$ cat src/rtl/acc_alu_pkg.sv
package acc_alu_pkg;
  typedef enum logic [3:0] {
    OP_NONE = 4'd0,
    OP_LDH  = 4'd1,
    OP_LDL  = 4'd2,
    OP_ADD  = 4'd3,
    OP_SUB  = 4'd4,
    OP_CMP  = 4'd5,
    OP_AND  = 4'd6,
    OP_OR   = 4'd7,
    OP_XOR  = 4'd8
  } alu_op_e;

  // flag vector layout {N, V, Z, L}; placed at status[15:12]
  localparam int FL_L = 0;
  localparam int FL_Z = 1;
  localparam int FL_V = 2;
  localparam int FL_N = 3;
  localparam int STATUS_W = 16;
  localparam int FLAG_LSB = 12;

  localparam logic [3:0] CC_ALWAYS = 4'h0;
  localparam logic [3:0] CC_ZERO   = 4'h5;
  localparam logic [3:0] CC_NEG    = 4'h7;
endpackage

$ cat src/rtl/acc_alu_exec.sv
module acc_alu_exec
  import acc_alu_pkg::*;
#(
  parameter int DATA_W = 16,
  localparam int ACC_W = 2 * DATA_W
) (
  input  logic [3:0]        op_code,
  input  logic [DATA_W-1:0] operand,
  input  logic [ACC_W-1:0]  acc_q,
  input  logic [3:0]        flags_q,
  output logic [ACC_W-1:0]  acc_d,
  output logic [3:0]        flags_d
);
  logic [DATA_W-1:0] hi, lo, sum, dif, ar;
  logic [ACC_W-1:0]  wide, lres;

  assign hi   = acc_q[ACC_W-1:DATA_W];
  assign lo   = acc_q[DATA_W-1:0];
  assign sum  = hi + operand;
  assign dif  = hi - operand;
  assign wide = {operand, {DATA_W{1'b0}}};

  always_comb begin
    acc_d   = acc_q;
    flags_d = flags_q;
    ar      = sum;
    lres    = acc_q;
    unique case (op_code)
      OP_LDH: acc_d = {operand, lo};
      OP_LDL: acc_d = {hi, operand};
      OP_ADD, OP_SUB, OP_CMP: begin
        ar = (op_code == OP_ADD) ? sum : dif;
        if (op_code != OP_CMP) acc_d = {ar, lo};
        flags_d        = 4'b0000;
        flags_d[FL_Z]  = (ar == '0);
        flags_d[FL_N]  = (ar != '0) && ar[DATA_W-1];
      end
      OP_AND, OP_OR, OP_XOR: begin
        if (op_code == OP_AND)     lres = acc_q & wide;
        else if (op_code == OP_OR) lres = acc_q | wide;
        else                       lres = acc_q ^ wide;
        acc_d         = lres;
        flags_d[FL_Z] = (lres == '0);
        flags_d[FL_N] = (lres != '0) && lres[ACC_W-1];
      end
      default: ;
    endcase
  end
endmodule

$ cat src/rtl/acc_alu_cond.sv
module acc_alu_cond
  import acc_alu_pkg::*;
(
  input  logic [3:0] cond_sel,
  input  logic       cond_bit,
  input  logic       cond_check,
  input  logic       flag_z,
  input  logic       flag_n,
  output logic       cond_true,
  output logic       cond_err
);
  always_comb begin
    cond_true = 1'b0;
    cond_err  = 1'b0;
    unique case (cond_sel)
      CC_ALWAYS: cond_true = 1'b1;
      CC_ZERO:   cond_true = (flag_z == cond_bit);
      CC_NEG:    cond_true = (flag_n == cond_bit);
      default:   cond_err  = cond_check;
    endcase
  end
endmodule

$ cat src/rtl/acc_alu_mul.sv
module acc_alu_mul #(
  parameter int DATA_W = 16,
  localparam int ACC_W = 2 * DATA_W
) (
  input  logic              clk,
  input  logic              rst_n,
  input  logic              mul_en,
  input  logic [DATA_W-1:0] mul_x,
  input  logic [DATA_W-1:0] mul_y,
  output logic [ACC_W-1:0]  product
);
  logic signed [ACC_W-1:0] xs, ys, prod_raw;
  logic [ACC_W-1:0]        prod_d, prod_q;

  assign xs       = ACC_W'($signed(mul_x));
  assign ys       = ACC_W'($signed(mul_y));
  assign prod_raw = xs * ys;

  always_comb begin
    prod_d = prod_q;
    if (mul_en) prod_d = {prod_raw[ACC_W-2:0], 1'b0};
  end

  always_ff @(posedge clk or negedge rst_n) begin
    if (!rst_n) prod_q <= '0;
    else        prod_q <= prod_d;
  end

  assign product = prod_q;
endmodule

$ cat src/rtl/acc_alu.sv
module acc_alu
  import acc_alu_pkg::*;
#(
  parameter int DATA_W = 16,
  localparam int ACC_W = 2 * DATA_W
) (
  input  logic              clk,
  input  logic              rst_n,
  input  logic              op_valid,
  input  logic [3:0]        op_code,
  input  logic [DATA_W-1:0] operand,
  input  logic [3:0]        cond_sel,
  input  logic              cond_bit,
  input  logic              cond_check,
  input  logic              mul_en,
  input  logic [DATA_W-1:0] mul_x,
  input  logic [DATA_W-1:0] mul_y,
  output logic [ACC_W-1:0]  acc,
  output logic [15:0]       status,
  output logic [ACC_W-1:0]  product,
  output logic              cond_true,
  output logic              cond_err
);
  logic [ACC_W-1:0] acc_q, acc_d, acc_exec;
  logic [3:0]       flags_q, flags_d, flags_exec;

  acc_alu_exec #(.DATA_W(DATA_W)) u_exec (
    .op_code (op_code),
    .operand (operand),
    .acc_q   (acc_q),
    .flags_q (flags_q),
    .acc_d   (acc_exec),
    .flags_d (flags_exec)
  );

  always_comb begin
    acc_d   = acc_q;
    flags_d = flags_q;
    if (op_valid) begin
      acc_d   = acc_exec;
      flags_d = flags_exec;
    end
  end

  always_ff @(posedge clk or negedge rst_n) begin
    if (!rst_n) begin
      acc_q   <= '0;
      flags_q <= '0;
    end else begin
      acc_q   <= acc_d;
      flags_q <= flags_d;
    end
  end

  acc_alu_cond u_cond (
    .cond_sel   (cond_sel),
    .cond_bit   (cond_bit),
    .cond_check (cond_check),
    .flag_z     (flags_q[FL_Z]),
    .flag_n     (flags_q[FL_N]),
    .cond_true  (cond_true),
    .cond_err   (cond_err)
  );

  acc_alu_mul #(.DATA_W(DATA_W)) u_mul (
    .clk     (clk),
    .rst_n   (rst_n),
    .mul_en  (mul_en),
    .mul_x   (mul_x),
    .mul_y   (mul_y),
    .product (product)
  );

  assign acc    = acc_q;
  assign status = {flags_q, {FLAG_LSB{1'b0}}};
endmodule

$ cat config.mk
export PLATFORM = sky130hd
export DESIGN_NAME = acc_alu
export DESIGN_NICKNAME = d
export VERILOG_FILES = /design/src/rtl/acc_alu_pkg.sv /design/src/rtl/acc_alu_exec.sv /design/src/rtl/acc_alu_cond.sv /design/src/rtl/acc_alu_mul.sv /design/src/rtl/acc_alu.sv
export SDC_FILE = /design/constraint.sdc
export NUM_CORES = 1
export LEC_CHECK = 0
export BUFFER_PORTS_ARGS = -buffer_cell sky130_fd_sc_hd__buf_2
export CAP_MARGIN = 10
export CORE_MARGIN = 5
export CORE_UTILIZATION = 55
export CTS_BUF_LIST = sky130_fd_sc_hd__clkbuf_4 sky130_fd_sc_hd__clkbuf_8
export DETAILED_ROUTE_END_ITERATION = 10
export PLACE_DENSITY = 0.85
export SLEW_MARGIN = 20
export SYNTH_ARGS = -nofsm -noshare
export SYNTH_HDL_FRONTEND = slang
export SYNTH_HIERARCHICAL = 1
export SYNTH_SLANG_ARGS = --single-unit
$ cat constraint.sdc
create_clock -name clk -period 3.9 [get_ports clk]
set_input_delay 0.39 -clock clk [delete_from_list [all_inputs] [get_ports clk]]
set_output_delay 0.39 -clock clk [all_outputs]
set_load 0.01 [all_outputs]
==> results of run 1 <==
registers in the layout, indices dropped and copies added (netlist names):
register / flops
u_mul/product: 31
flags_q: 4
acc: 32
critical path: stages:
cell and delay, ns:
buf_12 0.11, and2_4 0.15, fa_1 0.57, inv_2 0.05, fa_1 0.53, inv_1 0.05, fa_1 0.53, fa_1 0.47
fa_1 0.53, inv_1 0.06, fa_1 0.50, inv_2 0.05, ha_4 0.24, a211oi_2 0.21, o21a_1 0.17, o31a_1 0.16
o2111a_2 0.29, o31ai_2 0.07, a31oi_1 0.22, nor3_1 0.09, o31a_1 0.30
layout by cell type, fill, tap and decap left out, types with 11 or more instances in the layout:
cell type  netlist  final
a21o_1          15     15
xnor2_1         45     36
buf_8            0     11
fa_1           257    234
ha_4             0     17
conb_1           2     13
dfrtp_1         67     67
inv_1          339    310
fa_2             0     23
ha_1           130    107
buf_6            1     44
a21oi_1         51     40
nand2_1        205    189
and2_4           0     35
buf_2            8    100
mux2_2          26     18
o21ai_0         55     47
buf_4           15    167
mux2_4          30     38
nor2_1          49     48
o21a_1          11     11
nor3_1          17     16
and2_1         120     85
a22o_1          19     19
inv_2            0     28
cell families (layout without fill, tap and decap cells):
kind of cell	Yosys count	after routing	synth area share
adders and majority gates	387	387	0.434
buffers and inverters	424	686	0.111
DFF	67	67	0.107
and+or+nand+nor	469	469	0.149
other	2	13	0.000481
muxes	57	57	0.0483
xor gates and xnor gates	53	53	0.0298
AOI/OAI and AO/OA	271	271	0.121
routing by layer:
metal	global-route usage	wire (µm)
met5	0	13
met4	0.0972	1650
met1	0.364	17800
met3	0.0585	3610
met2	0.487	23000
how the worst max path moves through the flow:
stage | startpoint | to | slack [ns] | cells after the start
floorplan | mul_y[2] | u_mul/product[31] | -1.62 | 20
global placement | mul_x[6] | u_mul/product[31] | -1.91 | 21
detailed placement | mul_x[9] | u_mul/product[31] | -2.06 | 20
CTS | mul_y[10] | u_mul/product[31] | -1.54 | 21
global route | mul_y[10] | u_mul/product[31] | -1.78 | 21
finish | mul_y[10] | u_mul/product[31] | -1.62 | 21
metrics by stage:
stage	hold WS (ns)	std cells	worst slack (ns)	TNS (ns)
2_1_floorplan	0.0944	1741	-1.62	-25.98
3_3_place_gp	0.462	2335	-1.91	-37.54
3_5_place_dp	0.470	2335	-2.06	-40.19
6_report	0.135	2381	-1.62	-29.15
5_1_grt	0.191	2381	-1.78	-31.66
4_1_cts	0.152	2370	-1.54	-26.92
cell type report:
type | count | share of cell area
well taps | 378 | 0.0244
clock inverters | 6 | 0.00581
flip-flops and latches | 67 | 0.0865
multi-input cells | 1250 | 0.678
repair buffers | 330 | 0.133
clock buffers | 10 | 0.00710
inverters | 340 | 0.0660
repair_timing:
action                                  in CTS  in global routing
endpoints found under the setup margin      25                 24
cloned                                       1                  0
gates resized for setup                    157                 95
setup buffers                               18                 14
pin swaps                                   62                 45
==> flow_summary.rst, run 1 <==
.. list-table::
   :header-rows: 1

   * - Metric
     - Value
   * - Slew of the pin with the lowest slew margin
     - 0.884 ns
   * - Clock Pin Slew Worst Setup and Hold Paths
     - 0.08 ns
   * - Final Wtd Congestion
     - 0.936
   * - Post-placement cell area
     - 18000 µm²
   * - Worst r2r dst
     - flags_q[1]
   * - Top_reg_cell synth
     - dfrtp_1
   * - Per-instance average area after synthesis
     - 9.02 µm²
   * - Sequential area share after synthesis
     - 0.107
   * - Top fanout value on the critical path
     - 7
   * - IO Pins
     - 144
   * - Wire length of the first global-routing pass
     - 72700 µm
   * - Worst setup slack after layout
     - -1.62 ns
   * - DRC viols
     - 0
   * - Core region area
     - 27900 µm²
   * - Number of max-capacitance violations reported
     - 0
   * - Proportion of register bits with asynchronous set or reset after synthesis
     - 1.00
   * - TritonCTS clock tree
     - done
   * - DIE HEIGHT
     - 178 µm
   * - Final std cell area, no fill
     - 19400 µm²
   * - H-tree level count
     - 3
   * - Remaining max-slew budget at the tightest pin
     - 0.405
   * - Top-count cell post-synth
     - inv_1
   * - Final min period
     - 5.52 ns
   * - Final cycle utilization of the critical path
     - 1.42
   * - Die area
     - 31800 µm²
   * - Synth cell types
     - 81
   * - Failing checks
     - negative setup slack
   * - Largest net degree at the start of global routing
     - 68
   * - Number of global-route vias before repair
     - 14500
   * - Ranking of synthesized cells by instance count
     - inv_1 (339), fa_1 (257), nand2_1 (205)
   * - Routed wirelength normalized by instance count
     - 19.3 µm
   * - Required time reported for the critical path endpoint
     - 4.14 ns
   * - Cell accounting for the most synthesized area
     - fa_1
   * - CTS max path bufs
     - 2
   * - Total via count in the routed design
     - 13500
   * - Floorplan row count
     - 61
   * - Type of the worst setup path
     - input port to register
   * - Clock sinks
     - 67
   * - Area occupied by multi-input gates
     - 13100 µm²
   * - Fill cells
     - 2018
   * - Fraction of the core area covered by cells at the end of the flow
     - 0.694
   * - Total of hold buffers inserted after clock tree synthesis
     - 0
   * - Total of flip-flops plus latches after synthesis
     - 67
   * - Outcome
     - finished with violations
   * - Post-layout nets
     - 2447
   * - Initial standard-cell utilization of the core
     - 0.559
   * - Max Clock Freq
     - 181 MHz
   * - GRT Total Usage
     - 0.286
   * - Number of antenna cells inserted
     - 0
   * - Summed instance area of the synthesized netlist
     - 15600 µm²
   * - R2R cell count
     - 12
   * - Post-detail-place hpwl
     - 36200 µm
   * - Fraction of layout cells with a size suffix above 1
     - 0.298
   * - Proportion of netlist area held by the largest area contributor
     - 0.330
   * - Setup repair after global routing missed its margin
     - true
   * - Final max-slew violation count
     - 0
   * - Minimum setup slack among reg-to-reg paths
     - 0.62 ns
   * - Number of hold violations in the final report
     - 0
   * - Register Area
     - 1680 µm²
   * - Layout overhead on the synthesized area
     - 24.2%
   * - Startpoint Class
     - input port
   * - Count of input and output buffers
     - 130
   * - CTS Buf Count
     - 9
   * - Arrival time at the worst endpoint
     - 5.76 ns
   * - Number of antenna violations at the first check in global routing
     - 1
   * - Yosys warning count
     - 6
   * - Cells taking the most area after synthesis
     - fa_1 (33%), dfrtp_1 (11%), ha_1 (10%), inv_1 (8.2%), nand2_1 (4.9%)
   * - DRC marker count from the first detailed-route iteration
     - 994
   * - Type of the tightest min-delay check
     - input port to asynchronous set/reset pin
   * - Worst R2R Start
     - acc[16]
   * - Count of endpoints failing setup in the final report
     - 24
   * - Via/cell ratio
     - 5.67
   * - Detail Route Antenna Nets
     - 0
   * - Number of enable-type register cells in the synthesized netlist
     - 0
   * - Layout Skew
     - 0.0126 ns
   * - Post-detailed-routing wire length
     - 46100 µm
   * - First-pass detailed-route iteration total
     - 6
   * - Worst skew pair latency
     - 0.36 ns
   * - Kind of capture point of the worst setup path
     - register
   * - Overall die width
     - 178 µm
   * - Sum of overflow across all layers after global routing
     - 0
   * - Root buffer cell
     - clkbuf_8
   * - Gate Count Post-Synth
     - 1730
Power of run 1 is left out: the tool's default activity adds up to more than one toggle a clock period on the data nets, which glitch-free logic cannot reach.
==> run 2, diff against run 1 <==
- SYNTH_HIERARCHICAL: 1 -> not set
==> run 2 against run 1 <==
Net effect:
- the run still ends with negative setup slack left
- wire length fell by 7.3%
- clock-buffer cell count is 1 lower
- utilization down 0.095 points
- worst hold slack got worse by 0.095 ns
- highest routed layer unchanged
==> flow_summary.rst, run 2 <==
.. list-table::
   :header-rows: 1

   * - Metric
     - Value
   * - Summed instance area of the synthesized netlist
     - 14500 µm²
   * - Cells taking the most area after synthesis
     - fa_1 (35%), dfrtp_1 (11%), ha_1 (11%), inv_1 (8.5%), and2_1 (5.3%)
   * - Ranking of synthesized cells by instance count
     - inv_1 (328), fa_1 (257), nand2_1 (182)
   * - Sum of overflow across all layers after global routing
     - 0
   * - Post-placement cell area
     - 16900 µm²
   * - Layout overhead on the synthesized area
     - 24.2%
   * - Dominant cell type by count on the critical path
     - fa_1
   * - Per-instance average area after synthesis
     - 8.94 µm²
   * - DRC viols
     - 0
   * - Overall die width
     - 173 µm
   * - Top_reg_cell synth
     - dfrtp_1
   * - CTS max path bufs
     - 2
   * - Minimum setup slack among reg-to-reg paths
     - 0.76 ns
   * - Clock sinks
     - 65
   * - Kind of capture point of the worst setup path
     - register
   * - H-tree level count
     - 3
   * - Routed wirelength normalized by instance count
     - 19.2 µm
   * - Startpoint Class
     - input port
   * - Max stage delay on crit path
     - 0.56 ns
   * - DRC marker count from the first detailed-route iteration
     - 1162
   * - Largest net degree at the start of global routing
     - 42
   * - Proportion of netlist area held by the largest area contributor
     - 0.354
   * - Proportion of register bits with asynchronous set or reset after synthesis
     - 1.00
   * - Die area
     - 29800 µm²
   * - Floorplan row count
     - 59
   * - Cell family with the largest share of critical-path delay
     - adder cells
   * - Worst skew pair latency
     - 0.37 ns
   * - Total of flip-flops plus latches after synthesis
     - 65
   * - Count of endpoints failing setup in the final report
     - 23
   * - Number of hold violations in the final report
     - 0
   * - IO Pins
     - 144
   * - Required time reported for the critical path endpoint
     - 4.16 ns
   * - TritonCTS clock tree
     - done
   * - Via/cell ratio
     - 5.74
   * - Sequential area share after synthesis
     - 0.112
   * - Layout Skew
     - 0.0126 ns
   * - Number of max-capacitance violations reported
     - 0
   * - CTS Buf Count
     - 9
   * - Commonest non-fill, non-tap cell in the layout
     - inv_1
   * - Post-detailed-routing wire length
     - 42700 µm
   * - Initial standard-cell utilization of the core
     - 0.558
   * - Number of global-route vias before repair
     - 13800
   * - Count of input and output buffers
     - 128
   * - Number of antenna cells inserted
     - 0
   * - Fraction of layout cells with a size suffix above 1
     - 0.280
   * - Max FFs per register
     - 32
   * - R2R cell count
     - 11
   * - Worst r2r dst
     - flags_q[1]
   * - GRT Total Usage
     - 0.280
   * - First-pass detailed-route iteration total
     - 5
   * - Setup repair after global routing missed its margin
     - true
   * - Core region area
     - 26100 µm²
   * - Yosys warning count
     - 0
   * - Wire length of the first global-routing pass
     - 68800 µm
   * - Cell Chain, Critical Path
     - buf_12, and2_4, fa_1, inv_1, fa_1, fa_1, inv_2, fa_1, fa_1, inv_1, fa_1, inv_2, ha_4, a2111oi_4, nand4_1, and2_4, a311oi_4, o31ai_2, xor2_1, mux2_4
   * - Top fanout value on the critical path
     - 5
   * - Total of hold buffers inserted after clock tree synthesis
     - 0
   * - Total via count in the routed design
     - 12800
   * - Gate Count Post-Synth
     - 1627
   * - Final std cell area, no fill
     - 18100 µm²
   * - Slew of the pin with the lowest slew margin
     - 0.838 ns
   * - Worst R2R Start
     - acc[16]
   * - Post-detail-place hpwl
     - 33900 µm
   * - Final cycle utilization of the critical path
     - 1.45
   * - Count of buffer and inverter cells on the critical path
     - 5
   * - Max Clock Freq
     - 177 MHz
   * - Detail Route Antenna Nets
     - 0
   * - Slowest cell on the critical path
     - fa_1
   * - Arrival time at the worst endpoint
     - 5.90 ns
   * - Top-count cell post-synth
     - inv_1
   * - Hold slack final
     - 0.0395 ns
   * - Cell accounting for the most synthesized area
     - fa_1
   * - Root buffer cell
     - clkbuf_8
   * - Number of enable-type register cells in the synthesized netlist
     - 0
   * - Worst setup slack after layout
     - -1.74 ns
   * - Outcome
     - finished with violations
   * - Number of antenna violations at the first check in global routing
     - 1
   * - Remaining max-slew budget at the tightest pin
     - 0.441
   * - DIE HEIGHT
     - 173 µm
   * - Post-layout nets
     - 2335
   * - Clock Pin Slew Worst Setup and Hold Paths
     - 0.09 ns
   * - Failing checks
     - negative setup slack
   * - Final Wtd Congestion
     - 0.948
   * - Final max-slew violation count
     - 0
   * - Fill cells
     - 1783
   * - Type of the tightest min-delay check
     - input port to asynchronous set/reset pin
   * - Type of the worst setup path
     - input port to register
   * - Highest-count cells in the layout ignoring fill and taps
     - inv_1 (293), fa_1 (238), nand2_1 (168)
   * - Final min period
     - 5.64 ns
   * - Synth cell types
     - 67
[run 2: cell types whose count changed in the layout (fill, tap and decap cells not counted), moves of 17 or more]
| cell | before | now |
|---|---|---|
| a211oi_1 | 4 | 29 |
| a22o_1 | 19 | 0 |
| buf_4 | 167 | 145 |
| inv_1 | 310 | 293 |
| mux2_4 | 38 | 2 |
| nand2_1 | 189 | 168 |
| o21ai_0 | 47 | 26 |
[run 2: area by class of cell]
type / instances / area (µm²) / share of cell area
Clock buffer: 9 / 124 / 0.00686
Clock inverter: 7 / 85.1 / 0.00471
Inverter: 328 / 1240 / 0.0686
Multi-Input combinational cell: 1174 / 12200 / 0.676
Sequential cell: 65 / 1630 / 0.0901
Tap cell: 335 / 419 / 0.0232
Timing Repair Buffer: 311 / 2360 / 0.131
[run 2: logic make-up after synthesis]
kind of cell               synth area share
and+or+nand+nor                       0.155
buffers and inverters                 0.109
adders and majority gates             0.463
AOI/OAI and AO/OA                     0.107
DFF                                   0.112
xor gates and xnor gates             0.0355
muxes                                0.0176
other                              0.000258
[run 2: per-layer routing]
metal / track usage / vias to the layer above / routed length, µm
li1: - / 5625 / -
met1: 0.351 / 6346 / 15700
met2: 0.486 / 654 / 21600
met3: 0.0432 / 175 / 3200
met4: 0.113 / 2 / 2150
met5: 0 / - / 10
[run 2: worst max path at each step]
| stage | from | cells past startpoint | endpoint |
|---|---|---|---|
| 2_1_floorplan | mul_x[5] | 21 | u_mul.product[30] |
| 3_3_place_gp | mul_x[5] | 21 | u_mul.product[30] |
| 3_5_place_dp | mul_y[4] | 20 | u_mul.product[30] |
| 4_1_cts | mul_y[4] | 20 | u_mul.product[30] |
| 5_1_grt | mul_y[4] | 20 | u_mul.product[30] |
| 6_report | mul_y[4] | 20 | u_mul.product[30] |
[run 2: through the flow]
step	setup TNS, ns	worst slack (ns)	util	std cells
3_3_place_gp	-36.98	-1.94	0.650	2189
3_5_place_dp	-39.77	-2.10	0.650	2189
5_1_grt	-32.79	-1.88	0.693	2229
4_1_cts	-27.61	-1.63	0.674	2212
2_1_floorplan	-26.72	-1.68	-	1641
6_report	-29.44	-1.74	0.693	2229
[run 2: timing repair]
item / 4_1_cts / 5_1_grt
gates resized for setup: 102 / 109
buffers inserted: 8 / 16
endpoints found under the setup margin: 24 / 25
cloned: 0 / 0
pin swaps: 48 / 51
Power of run 2 is left out for the same reason.
